--- src/rtl/tmr_pkg.sv ---
package tmr_pkg;
   typedef enum logic [1:0] {
      SRC_STOP = 2'b00,
      SRC_MAIN = 2'b01,
      SRC_SLOW = 2'b10,
      SRC_PIN  = 2'b11
   } clk_src_e;

   typedef enum logic [1:0] {
      CAP_OFF  = 2'b00,
      CAP_RISE = 2'b01,
      CAP_FALL = 2'b10,
      CAP_BOTH = 2'b11
   } cap_edge_e;

   localparam int ADDR_W = 3;
   localparam logic [ADDR_W-1:0] A_MODE = 3'd0;
   localparam logic [ADDR_W-1:0] A_REF  = 3'd1;
   localparam logic [ADDR_W-1:0] A_CAP  = 3'd2;
   localparam logic [ADDR_W-1:0] A_CNT  = 3'd3;
   localparam logic [ADDR_W-1:0] A_EVT  = 3'd4;

   localparam int EV_REF = 0;
   localparam int EV_CAP = 1;
   localparam int EV_W   = 2;

   localparam int M_SRC_LO  = 0;
   localparam int M_RESTART = 2;
   localparam int M_REF_IE  = 3;
   localparam int M_TOGGLE  = 4;
   localparam int M_CAP_LO  = 5;
   localparam int M_PS_LO   = 8;
endpackage

--- src/rtl/tmr_sync_edge.sv ---
module tmr_sync_edge #(
   parameter int STAGES = 2
) (
   input  logic clk,
   input  logic rst_n,
   input  logic pin_i,
   output logic rise_o,
   output logic fall_o
);
   if (STAGES < 2) begin : g_bad_stages
      $error("tmr_sync_edge: STAGES must be at least 2");
   end

   logic [STAGES-1:0] shift_q;
   logic              prev_q;

   always_ff @(posedge clk or negedge rst_n) begin
      if (!rst_n) begin
         shift_q <= '0;
         prev_q  <= 1'b0;
      end else begin
         shift_q <= {shift_q[STAGES-2:0], pin_i};
         prev_q  <= shift_q[STAGES-1];
      end
   end

   assign rise_o = shift_q[STAGES-1] & ~prev_q;
   assign fall_o = ~shift_q[STAGES-1] & prev_q;

   assert_edge_exclusive_R4: assert property (@(posedge clk) disable iff (!rst_n)
      !(rise_o && fall_o));
   assert_edge_one_cycle_R4: assert property (@(posedge clk) disable iff (!rst_n)
      rise_o |=> !rise_o);
endmodule

--- src/rtl/tmr_tick_gen.sv ---
module tmr_tick_gen
   import tmr_pkg::*;
#(
   parameter int PRE_W    = 8,
   parameter int SLOW_DIV = 16
) (
   input  logic             clk,
   input  logic             rst_n,
   input  logic [1:0]       src_i,
   input  logic [PRE_W-1:0] ps_i,
   input  logic             pin_fall_i,
   input  logic             clr_i,
   output logic             tick_o
);
   if (PRE_W < 1 || SLOW_DIV < 1) begin : g_bad_params
      $error("tmr_tick_gen: PRE_W and SLOW_DIV must be positive");
   end

   logic slow_pulse;

   if (SLOW_DIV == 1) begin : g_no_div
      assign slow_pulse = (src_i == SRC_SLOW);
   end else begin : g_div
      localparam int DW = $clog2(SLOW_DIV);
      localparam logic [DW-1:0] D_LAST = DW'(SLOW_DIV - 1);
      localparam logic [DW-1:0] D_ONE  = DW'(1);
      logic [DW-1:0] div_q;

      always_ff @(posedge clk or negedge rst_n) begin
         if (!rst_n)                  div_q <= '0;
         else if (clr_i)              div_q <= '0;
         else if (src_i == SRC_SLOW)  div_q <= (div_q == D_LAST) ? '0 : div_q + D_ONE;
      end

      assign slow_pulse = (src_i == SRC_SLOW) && (div_q == D_LAST);
   end

   logic src_pulse;
   always_comb begin
      unique case (src_i)
         SRC_STOP: src_pulse = 1'b0;
         SRC_MAIN: src_pulse = 1'b1;
         SRC_SLOW: src_pulse = slow_pulse;
         default:  src_pulse = pin_fall_i;
      endcase
   end

   localparam logic [PRE_W-1:0] P_ONE = PRE_W'(1);
   logic [PRE_W-1:0] pcnt_q;
   logic             wrap;

   assign wrap = (pcnt_q >= ps_i);

   always_ff @(posedge clk or negedge rst_n) begin
      if (!rst_n)          pcnt_q <= '0;
      else if (clr_i)      pcnt_q <= '0;
      else if (src_pulse)  pcnt_q <= wrap ? '0 : pcnt_q + P_ONE;
   end

   assign tick_o = src_pulse && wrap;

   assert_phase_held_R2: assert property (@(posedge clk) disable iff (!rst_n)
      (!src_pulse && !clr_i) |=> $stable(pcnt_q));
   assert_phase_cleared_R5: assert property (@(posedge clk) disable iff (!rst_n)
      clr_i |=> (pcnt_q == '0));
endmodule

--- src/rtl/tmr_core.sv ---
module tmr_core #(
   parameter int CNT_W = 16
) (
   input  logic             clk,
   input  logic             rst_n,
   input  logic             tick_i,
   input  logic             load_i,
   input  logic [CNT_W-1:0] load_val_i,
   input  logic [CNT_W-1:0] ref_i,
   input  logic             restart_i,
   input  logic             cap_i,
   output logic [CNT_W-1:0] cnt_o,
   output logic [CNT_W-1:0] cap_o,
   output logic             ref_hit_o
);
   if (CNT_W < 2) begin : g_bad_width
      $error("tmr_core: CNT_W must be at least 2");
   end

   localparam logic [CNT_W-1:0] C_ONE = CNT_W'(1);

   logic [CNT_W-1:0] cnt_q;
   logic [CNT_W-1:0] cap_q;
   logic [CNT_W-1:0] nxt;

   assign nxt       = cnt_q + C_ONE;
   assign ref_hit_o = tick_i && !load_i && (nxt == ref_i);

   always_ff @(posedge clk or negedge rst_n) begin
      if (!rst_n)       cnt_q <= '0;
      else if (load_i)  cnt_q <= load_val_i;
      else if (tick_i)  cnt_q <= (ref_hit_o && restart_i) ? '0 : nxt;
   end

   always_ff @(posedge clk or negedge rst_n) begin
      if (!rst_n)      cap_q <= '0;
      else if (cap_i)  cap_q <= cnt_q;
   end

   assign cnt_o = cnt_q;
   assign cap_o = cap_q;

   assert_restart_zero_R6: assert property (@(posedge clk) disable iff (!rst_n)
      (ref_hit_o && restart_i) |=> (cnt_q == '0));
   assert_free_run_passes_R7: assert property (@(posedge clk) disable iff (!rst_n)
      (ref_hit_o && !restart_i) |=> (cnt_q == ref_i));
   assert_idle_holds_R3: assert property (@(posedge clk) disable iff (!rst_n)
      (!tick_i && !load_i) |=> $stable(cnt_q));
   assert_capture_idle_R13: assert property (@(posedge clk) disable iff (!rst_n)
      !cap_i |=> $stable(cap_q));
endmodule

--- src/rtl/gp_timer.sv ---
module gp_timer
   import tmr_pkg::*;
#(
   parameter int CNT_W       = 16,
   parameter int PRE_W       = 8,
   parameter int SLOW_DIV    = 16,
   parameter int SYNC_STAGES = 2
) (
   input  logic                   clk,
   input  logic                   rst_n,
   input  logic                   bus_wr_i,
   input  logic [tmr_pkg::ADDR_W-1:0] bus_addr_i,
   input  logic [CNT_W-1:0]       bus_wdata_i,
   output logic [CNT_W-1:0]       bus_rdata_o,
   input  logic                   tin_i,
   output logic                   tout_o,
   output logic                   irq_o
);
   if (CNT_W < M_PS_LO + PRE_W) begin : g_bad_layout
      $error("gp_timer: CNT_W too narrow for the mode register layout");
   end

   // register write decode
   logic wr_mode, wr_ref, wr_cnt, wr_evt;
   assign wr_mode = bus_wr_i && (bus_addr_i == A_MODE);
   assign wr_ref  = bus_wr_i && (bus_addr_i == A_REF);
   assign wr_cnt  = bus_wr_i && (bus_addr_i == A_CNT);
   assign wr_evt  = bus_wr_i && (bus_addr_i == A_EVT);

   // mode fields
   clk_src_e         src_q;
   cap_edge_e        cap_q;
   logic             restart_q, ref_ie_q, toggle_q;
   logic [PRE_W-1:0] ps_q;
   logic [CNT_W-1:0] ref_q;

   always_ff @(posedge clk or negedge rst_n) begin
      if (!rst_n) begin
         src_q     <= SRC_STOP;
         cap_q     <= CAP_OFF;
         restart_q <= 1'b0;
         ref_ie_q  <= 1'b0;
         toggle_q  <= 1'b0;
         ps_q      <= '0;
      end else if (wr_mode) begin
         src_q     <= clk_src_e'(bus_wdata_i[M_SRC_LO +: 2]);
         cap_q     <= cap_edge_e'(bus_wdata_i[M_CAP_LO +: 2]);
         restart_q <= bus_wdata_i[M_RESTART];
         ref_ie_q  <= bus_wdata_i[M_REF_IE];
         toggle_q  <= bus_wdata_i[M_TOGGLE];
         ps_q      <= bus_wdata_i[M_PS_LO +: PRE_W];
      end
   end

   always_ff @(posedge clk or negedge rst_n) begin
      if (!rst_n)       ref_q <= '0;
      else if (wr_ref)  ref_q <= bus_wdata_i;
   end

   // input synchroniser and edge detection
   logic pin_rise, pin_fall;

   tmr_sync_edge #(.STAGES(SYNC_STAGES)) u_sync (
      .clk    (clk),
      .rst_n  (rst_n),
      .pin_i  (tin_i),
      .rise_o (pin_rise),
      .fall_o (pin_fall)
   );

   // count clock selection and prescaler
   logic tick;

   tmr_tick_gen #(.PRE_W(PRE_W), .SLOW_DIV(SLOW_DIV)) u_tick (
      .clk        (clk),
      .rst_n      (rst_n),
      .src_i      (src_q),
      .ps_i       (ps_q),
      .pin_fall_i (pin_fall),
      .clr_i      (wr_cnt),
      .tick_o     (tick)
   );

   // capture edge select
   logic cap_strobe;
   always_comb begin
      unique case (cap_q)
         CAP_OFF:  cap_strobe = 1'b0;
         CAP_RISE: cap_strobe = pin_rise;
         CAP_FALL: cap_strobe = pin_fall;
         default:  cap_strobe = pin_rise | pin_fall;
      endcase
   end

   // counter, compare and capture
   logic [CNT_W-1:0] cnt_val, cap_val;
   logic             ref_hit;

   tmr_core #(.CNT_W(CNT_W)) u_core (
      .clk        (clk),
      .rst_n      (rst_n),
      .tick_i     (tick),
      .load_i     (wr_cnt),
      .load_val_i (bus_wdata_i),
      .ref_i      (ref_q),
      .restart_i  (restart_q),
      .cap_i      (cap_strobe),
      .cnt_o      (cnt_val),
      .cap_o      (cap_val),
      .ref_hit_o  (ref_hit)
   );

   // event flags: set has priority over write-one-to-clear
   logic [EV_W-1:0] ev_q, ev_set, ev_clr;
   assign ev_set = {cap_strobe, ref_hit};
   assign ev_clr = wr_evt ? bus_wdata_i[EV_W-1:0] : '0;

   always_ff @(posedge clk or negedge rst_n) begin
      if (!rst_n) ev_q <= '0;
      else        ev_q <= ev_set | (ev_q & ~ev_clr);
   end

   assign irq_o = (ev_q[EV_REF] & ref_ie_q) | (ev_q[EV_CAP] & (cap_q != CAP_OFF));

   // output pin waveform
   logic tout_q;
   always_ff @(posedge clk or negedge rst_n) begin
      if (!rst_n)         tout_q <= 1'b1;
      else if (toggle_q)  tout_q <= tout_q ^ ref_hit;
      else                tout_q <= ~ref_hit;
   end
   assign tout_o = tout_q;

   // read mux
   logic [CNT_W-1:0] mode_rd;
   always_comb begin
      mode_rd                    = '0;
      mode_rd[M_SRC_LO +: 2]     = src_q;
      mode_rd[M_RESTART]         = restart_q;
      mode_rd[M_REF_IE]          = ref_ie_q;
      mode_rd[M_TOGGLE]          = toggle_q;
      mode_rd[M_CAP_LO +: 2]     = cap_q;
      mode_rd[M_PS_LO +: PRE_W]  = ps_q;
   end

   always_comb begin
      unique case (bus_addr_i)
         A_MODE:  bus_rdata_o = mode_rd;
         A_REF:   bus_rdata_o = ref_q;
         A_CAP:   bus_rdata_o = cap_val;
         A_CNT:   bus_rdata_o = cnt_val;
         A_EVT:   bus_rdata_o = CNT_W'(ev_q);
         default: bus_rdata_o = '0;
      endcase
   end

   assert_stopped_holds_R1: assert property (@(posedge clk) disable iff (!rst_n)
      (src_q == SRC_STOP && !wr_cnt) |=> $stable(cnt_val));
   assert_pulse_one_cycle_R9: assert property (@(posedge clk) disable iff (!rst_n)
      (!toggle_q && !tout_o && !ref_hit) |=> tout_o);
   assert_irq_needs_event_R11: assert property (@(posedge clk) disable iff (!rst_n)
      irq_o |-> (ev_q != '0));
   assert_event_sticky_R12: assert property (@(posedge clk) disable iff (!rst_n)
      (ev_q[EV_REF] && !wr_evt) |=> ev_q[EV_REF]);
   assert_capture_readonly_R13: assert property (@(posedge clk) disable iff (!rst_n)
      (bus_wr_i && bus_addr_i == A_CAP && !cap_strobe) |=> $stable(cap_val));
endmodule

--- config.mk ---
export PLATFORM = sky130hd
export DESIGN_NAME = gp_timer
export DESIGN_NICKNAME = d
export VERILOG_FILES = /design/src/rtl/tmr_pkg.sv /design/src/rtl/tmr_sync_edge.sv /design/src/rtl/tmr_tick_gen.sv /design/src/rtl/tmr_core.sv /design/src/rtl/gp_timer.sv
export SDC_FILE = /design/constraint.sdc
export NUM_CORES = 1
export LEC_CHECK = 0
export BUFFER_PORTS_ARGS = -buffer_cell sky130_fd_sc_hd__buf_2
export CORE_MARGIN = 1
export CORE_UTILIZATION = 60
export DETAILED_ROUTE_END_ITERATION = 8
export GPL_TIMING_DRIVEN = 1
export PLACE_DENSITY = 0.83
export SETUP_SLACK_MARGIN = 0.1
export SLEW_MARGIN = 10
export SYNTH_ARGS = -nofsm -noshare
export SYNTH_HDL_FRONTEND = slang
export SYNTH_SLANG_ARGS = --single-unit
--- constraint.sdc ---
create_clock -name clk -period 3.7 [get_ports clk]
set_input_delay 0.555 -clock clk [delete_from_list [all_inputs] [get_ports clk]]
set_output_delay 0.555 -clock clk [all_outputs]
set_load 0.02 [all_outputs]
Yosys cells after proc, flatten, opt, wreduce, memory -nomap -nowiden
Cells that the tools add are included.
{ "word_totals": {"wordCells": 73, "inputBits": 23, "reg_bits": 81, "out_inout_bits": 18} }
{ "op_classes": {"n_addsub": 3, "n_reduce_logical": 17, "n_bitwise": 13, "n_eq_ne": 10, "muxes": 14, "magnitude_cmp": 1} }
{ "ops": {"columns": ["op", "count"], "rows": [
  ["$pmux 16 s5", 1],
  ["$mux 16", 3],
  ["$mux 8", 3],
  ["$add 16x1->16 const B", 1],
  ["$eq 16x16->1", 1],
  ["$mux 4", 3],
  ["$logic_and 1x1->1", 9],
  ["$add 8x1->8 const B", 1],
  ["$ge 8x8->1", 1],
  ["$reduce_bool 2->1", 4],
  ["$eq 3x2->1 const B", 2],
  ["$pmux 1 s3", 2],
  ["$add 4x1->4 const B", 1],
  ["$and 1x1->1", 4],
  ["$eq 2x1->1 const B", 2],
  ["$eq 2x2->1 const B", 2],
  ["$eq 4x4->1 const B", 1],
  ["$logic_not 2->1", 2],
  ["$eq 3x1->1 const B", 1],
  ["$eq 3x3->1 const B", 1],
  ["$logic_not 3->1", 1],
  ["$not 1->1", 3],
  ["$and 2x2->2", 1],
  ["$mux 2", 1],
  ["other kinds (6)", 7]
]} }

Longest topological paths before layout
{ "logic_depth": {"word_depth": 10, "depth_mapped": 11, "mapped_depth_nobuf": 10} }

Modules after synthesis
Synthesis repeated with hierarchy kept, for this count alone.
{ "unflattened": {"hier_cells": 485, "area_unflattened_um2": 5029.8} }
{ "by_module_without_submodules": {"columns": ["mod", "n_inst", "area_each_um2", "seq_area_each_um2", "cells_each"], "rows": [
  ["tmr_core", 1, 2133.3, 800.8, 246],
  ["gp_timer", 1, 1894.3, 852.1, 132],
  ["tmr_tick_gen", 1, 912.1, 300.3, 102],
  ["tmr_sync_edge", 1, 90.1, 75.1, 5]
]} }

Worst setup path after synthesis
Ideal clock, no wire load.
{ "synth_path": {"kind": "register to register", "from": "reg u_core.cnt_q[1] (netlist: u_core.cnt_o[1])", "to": "reg u_core.cnt_q[1] (netlist: u_core.cnt_o[1])", "setup_time_ps": 127, "synth_period_minus_slack_ps": 2592, "setup_slack_ps": 1108, "required_ps": 3573, "path_buffers": 2, "t_arrival_ps": 2465, "stages_incl_launch_ff": 12, "cell_sequence": "dfrtp_1 > ha_1 > buf_2 > inv_1 > or4_4 > xnor2_1 > o221ai_1 > and4_4 > a41oi_2 > buf_6 > a222oi_1 > inv_1"} }
{ "synth_between": {"elab_chain_len": 7} }
{ "synth_rtl": {"columns": ["item", "line_no", "text"], "rows": [
  ["from (decl)", "tmr_core.sv:22", "logic [CNT_W-1:0] cnt_q;"],
  ["from (signal assigned)", "tmr_core.sv:31", "else if (load_i) cnt_q <= load_val_i;"],
  ["from (signal assigned)", "tmr_core.sv:32", "else if (tick_i) cnt_q <= (ref_hit_o && restart_i) ? '0 : nxt;"],
  ["$add 16x1->16 *", "tmr_core.sv:26", "assign nxt = cnt_q + C_ONE;"],
  ["$eq 16x16->1", "tmr_core.sv:27", "assign ref_hit_o = tick_i && !load_i && (nxt == ref_i);"],
  ["$logic_and 1x1->1", "tmr_core.sv:27", null],
  ["$logic_and 1x1->1", "tmr_core.sv:32", null],
  ["$mux 16 * (2 in series)", "tmr_core.sv:32", null],
  ["$mux 16 *", "tmr_core.sv:31", null]
]} }
Mark *: on every way between the ends. The rest lies on a longest branch, timed or not. The select of a mux whose other input is x is not followed.
A chain may end at the register's enable or synchronous reset.

Worst setup path in the final report
{ "layout_path": {"from": "reg u_core.cnt_q[0] (netlist: u_core.cnt_o[0])", "to": "reg u_core.cnt_q[1] (netlist: u_core.cnt_o[1])"} }
The elaborated chain is that of the path after synthesis.

==> summary.txt <==
Run status
  – Outcome: finished clean

Cells and area
  – Most common cell after layout, fill and taps aside: dfrtp_1
  – Commonest cells after routing, fill and taps aside: 80 x dfrtp_1, 41 x mux2_2, 39 x nand2_1, 39 x buf_2, 31 x nor2_1
  – Layout Nets: 541
  – Area Overhead vs Synth: 8.794%
  – Layout cells sized above 1: 0.2471
  – N_diodes: 0

Yosys
  – Post-synth EDFFs: 0
  – Predominant post-synthesis flop cell: dfrtp_1
  – Yosys top cell area share: 0.4150
  – Ys Warns: 0
  – Area contributors post-synth: dfrtp_1 42%, mux2_2 9.6%, mux4_2 6.1%
  – Asr flop ratio synth: 1.000
  – Post-synthesis sequential area ratio: 0.4205
  – Post-synth top area cell: dfrtp_1
  – #FFs+latches synth: 81
  – Avg Synthesized Cell Area: 10.20 µm²
  – Syn Inst Count: 473
  – Yosys cell types: 58
  – Netlist Area Pre-Place: 4823 µm²
  – Mapped Nets: 509

Critical path
  – RR Startpoint: u_core.cnt_o[0]$_DFFE_PN0P_
  – CP most frequent cell: inv_1
  – Crit path DAT: 3430 ps
  – WS Path Type: reg -> reg
  – Worst path required time: 3940 ps
  – Worst setup path startpoint: u_core.cnt_o[0]$_DFFE_PN0P_
  – CP peak stage delay: 550 ps
  – WP buf/inv: 3
  – CP endpoint kind: flip-flop
  – Critical path's top delay family: simple AND/OR/NAND/NOR gates
  – CP max stage cell: or4_4
  – Crit path cell chain: ha_1 -> inv_1 -> or4_4 -> xnor2_1 -> o221ai_1 -> and4_4 -> a41oi_2 -> buf_4 -> a222oi_1 -> inv_1
  – Startpoint Class: flip-flop
  – CP Max Fanout: 12
  – Reg2Reg Setup Slack: 510 ps

GRT
  – Initial antenna violation count: 0
  – Total gr overflow: 0
  – First-pass GRT wire length: 18.32 mm
  – Number of global-route vias before repair: 3761
  – GRT Overall Usage: 0.2844
  – Largest net degree at the start of global routing: 82

Routing
  – Drc violations: 0
  – Routed Antenna Nets: 0
  – Iteration-0 DRC Markers: 206
  – Routed length on met1: 4.798 mm
  – Highest metal used: met4
  – Metal3 WL: 570 µm
  – Detailed-route via count: 3724
  – Wire length per cell: 17.79 µm
  – DR vias/cell: 6.085
  – Drt first pass iters: 4
  – Wirelength, routed: 10.89 mm
  – Met2 routed WL: 5.176 mm

Run
  – Max cap viols: 0

Timing
  – Final hold slack: 294.8 ps
  – Fmax: 313.6 MHz
  – Setup Skew: 7.072 ps
  – Final worst slack: 510.8 ps
  – Tmin final: 3189 ps
  – Pins Over Slew Limit: 0
  – Slew @ Worst Pin: 1012 ps
  – Final Cycle Share: 0.8619
  – Setup TNS: 0 ps
  – Final Hold Vio Count: 0
  – Worst slew margin: 0.3254
  – Setup Viol. Count Final: 0
  – RSZ-0062 raised after global routing: no

Floorplanning
  – Die Wd: 91.66 µm
  – # rows: 32
  – # IOs: 41
  – CORE AREA: 7767 µm²
  – Initial Utilization: 0.6210
  – Die area: 8402 µm²
  – Die height: 91.66 µm

Placed design
  – Port Buffers: 40
  – Place WS: 554.6 ps
  – Dpl hpwl: 7.722 mm
  – Routability cong.: 0.8925

Power and ir drop
  – P_sw: 1.293 mW
  – Peak supply drop: 481.0 µV
  – Switch share: 0.3842
  – Reg power frac: 0.459
  – Clock power share: 0.175
  – Cell Int Power: 2.072 mW
  – LEAKAGE: 2.303 nW
  – Combinational share of power: 0.366
  – Pwr Density: 641.1 nW/µm²
  – Total chip power: 3.364 mW

CTS
  – # resized after CTS: 0
  – CTS max path bufs: 2
  – CTS Root Cell: clkbuf_8
  – CTS tree: built
  – Cts hold-fix bufs: 0
  – Post-CTS Setup Bufs: 0
  – Clock transition at path regs: 80 ps
  – Clk sinks: 81
  – Worst-Skew Late Latency: 360 ps
  – CTS Buf Count: 9
  – CTS H-Tree Depth: 3

Worst hold path
  – Hold Path Class: in -> reg
  – Min-delay src: tin_i
==> worst reg2reg max path, stage by stage (launching register included) <==
cell,delay (ps)
dfrtp_1,520
ha_1,390
inv_1,170
or4_4,550
xnor2_1,140
o221ai_1,170
and4_4,250
a41oi_2,260
buf_4,290
a222oi_1,250
inv_1,70
==> synthesized netlist by cell type (10+ instances only) <==
cell,number
nor2_1,31
clkbuf_1,12
inv_1,30
o21ai_1,14
nand3_1,10
ha_1,13
a21oi_1,25
xor2_1,13
xnor2_1,16
o21ai_0,16
nand2_1,39
dfrtp_1,80
nor2b_1,17
mux2_2,41
mux4_2,13
==> logic make-up (layout without fill, tap and decap cells) <==
logic type / after synthesis / count (layout) / share of synthesized area
AO/OA/AOI/OAI: 90 / 90 / 0.1193
adder cells (fa/ha/maj): 13 / 13 / 0.03372
AND/OR/NAND/NOR: 145 / 145 / 0.1562
buffers and inverters: 56 / 93 / 0.05084
flip-flops: 81 / 81 / 0.4205
XOR/XNOR: 29 / 29 / 0.05266
multiplexers: 59 / 59 / 0.1668
==> state kept, by name (all words and copies together), names as in the netlist <==
signal              count
cap_q                   2
ev_q                    2
ps_q                    8
ref_ie_q                1
ref_q                  16
restart_q               1
src_q                   2
toggle_q                1
tout_o                  1
u_core.cap_o           16
u_core.cnt_o           16
u_sync.prev_q           1
u_sync.shift_q          2
u_tick.g_div.div_q      4
u_tick.pcnt_q           8
==> final timing paths <==
check | cells past startpoint | endpoint
setup / recovery | 10 | u_core.cnt_o[1]$_DFFE_PN0P_
hold / removal | 1 | u_sync.shift_q[0]$_DFF_PN0_
setup reg to reg | 10 | u_core.cnt_o[1]$_DFFE_PN0P_
hold reg to reg | 0 | u_sync.shift_q[1]$_DFF_PN0_
max in group asynchronous | 1 | ref_q[2]$_DFFE_PN0P_
min in group asynchronous | 1 | ref_q[9]$_DFFE_PN0P_
==> per-stage QoR <==
step | util | instances | area [µm²]
after floorplan | - | 473 | 4823
after global placement | 0.6532 | 596 | 5074
after detailed placement | 0.6532 | 596 | 5074
after CTS | 0.6756 | 612 | 5248
after global routing | 0.6756 | 612 | 5248
final | 0.6756 | 612 | 5248
==> layout make-up <==
class | count | area [µm²]
inverters | 30 | 112.6
fillers | 615 | 2520
clock buffers | 13 | 158.9
clock inverters | 3 | 15.01
well taps | 102 | 127.6
repair buffers | 47 | 255.2
flip-flops and latches | 81 | 2028
multi-input cells | 336 | 2550
==> per-layer routing <==
layer | global-route usage | up-vias
met4 | 0.1336 | 0
met5 | 0 | -
met1 | 0.3795 | 1842
met3 | 0.04726 | 27
met2 | 0.4561 | 109
li1 | - | 1746
==> power groups by stage <==
stage               clock [mW]  combinational, mW  sequential, mW
global placement             0               1.17            1.52
finish                   0.588               1.23            1.55
floorplan                    0               1.08            1.37
global route             0.632               1.36            1.59
CTS                      0.596               1.23            1.54
detailed placement           0               1.22            1.56
Note: power is estimated with default switching activity, not from simulation.
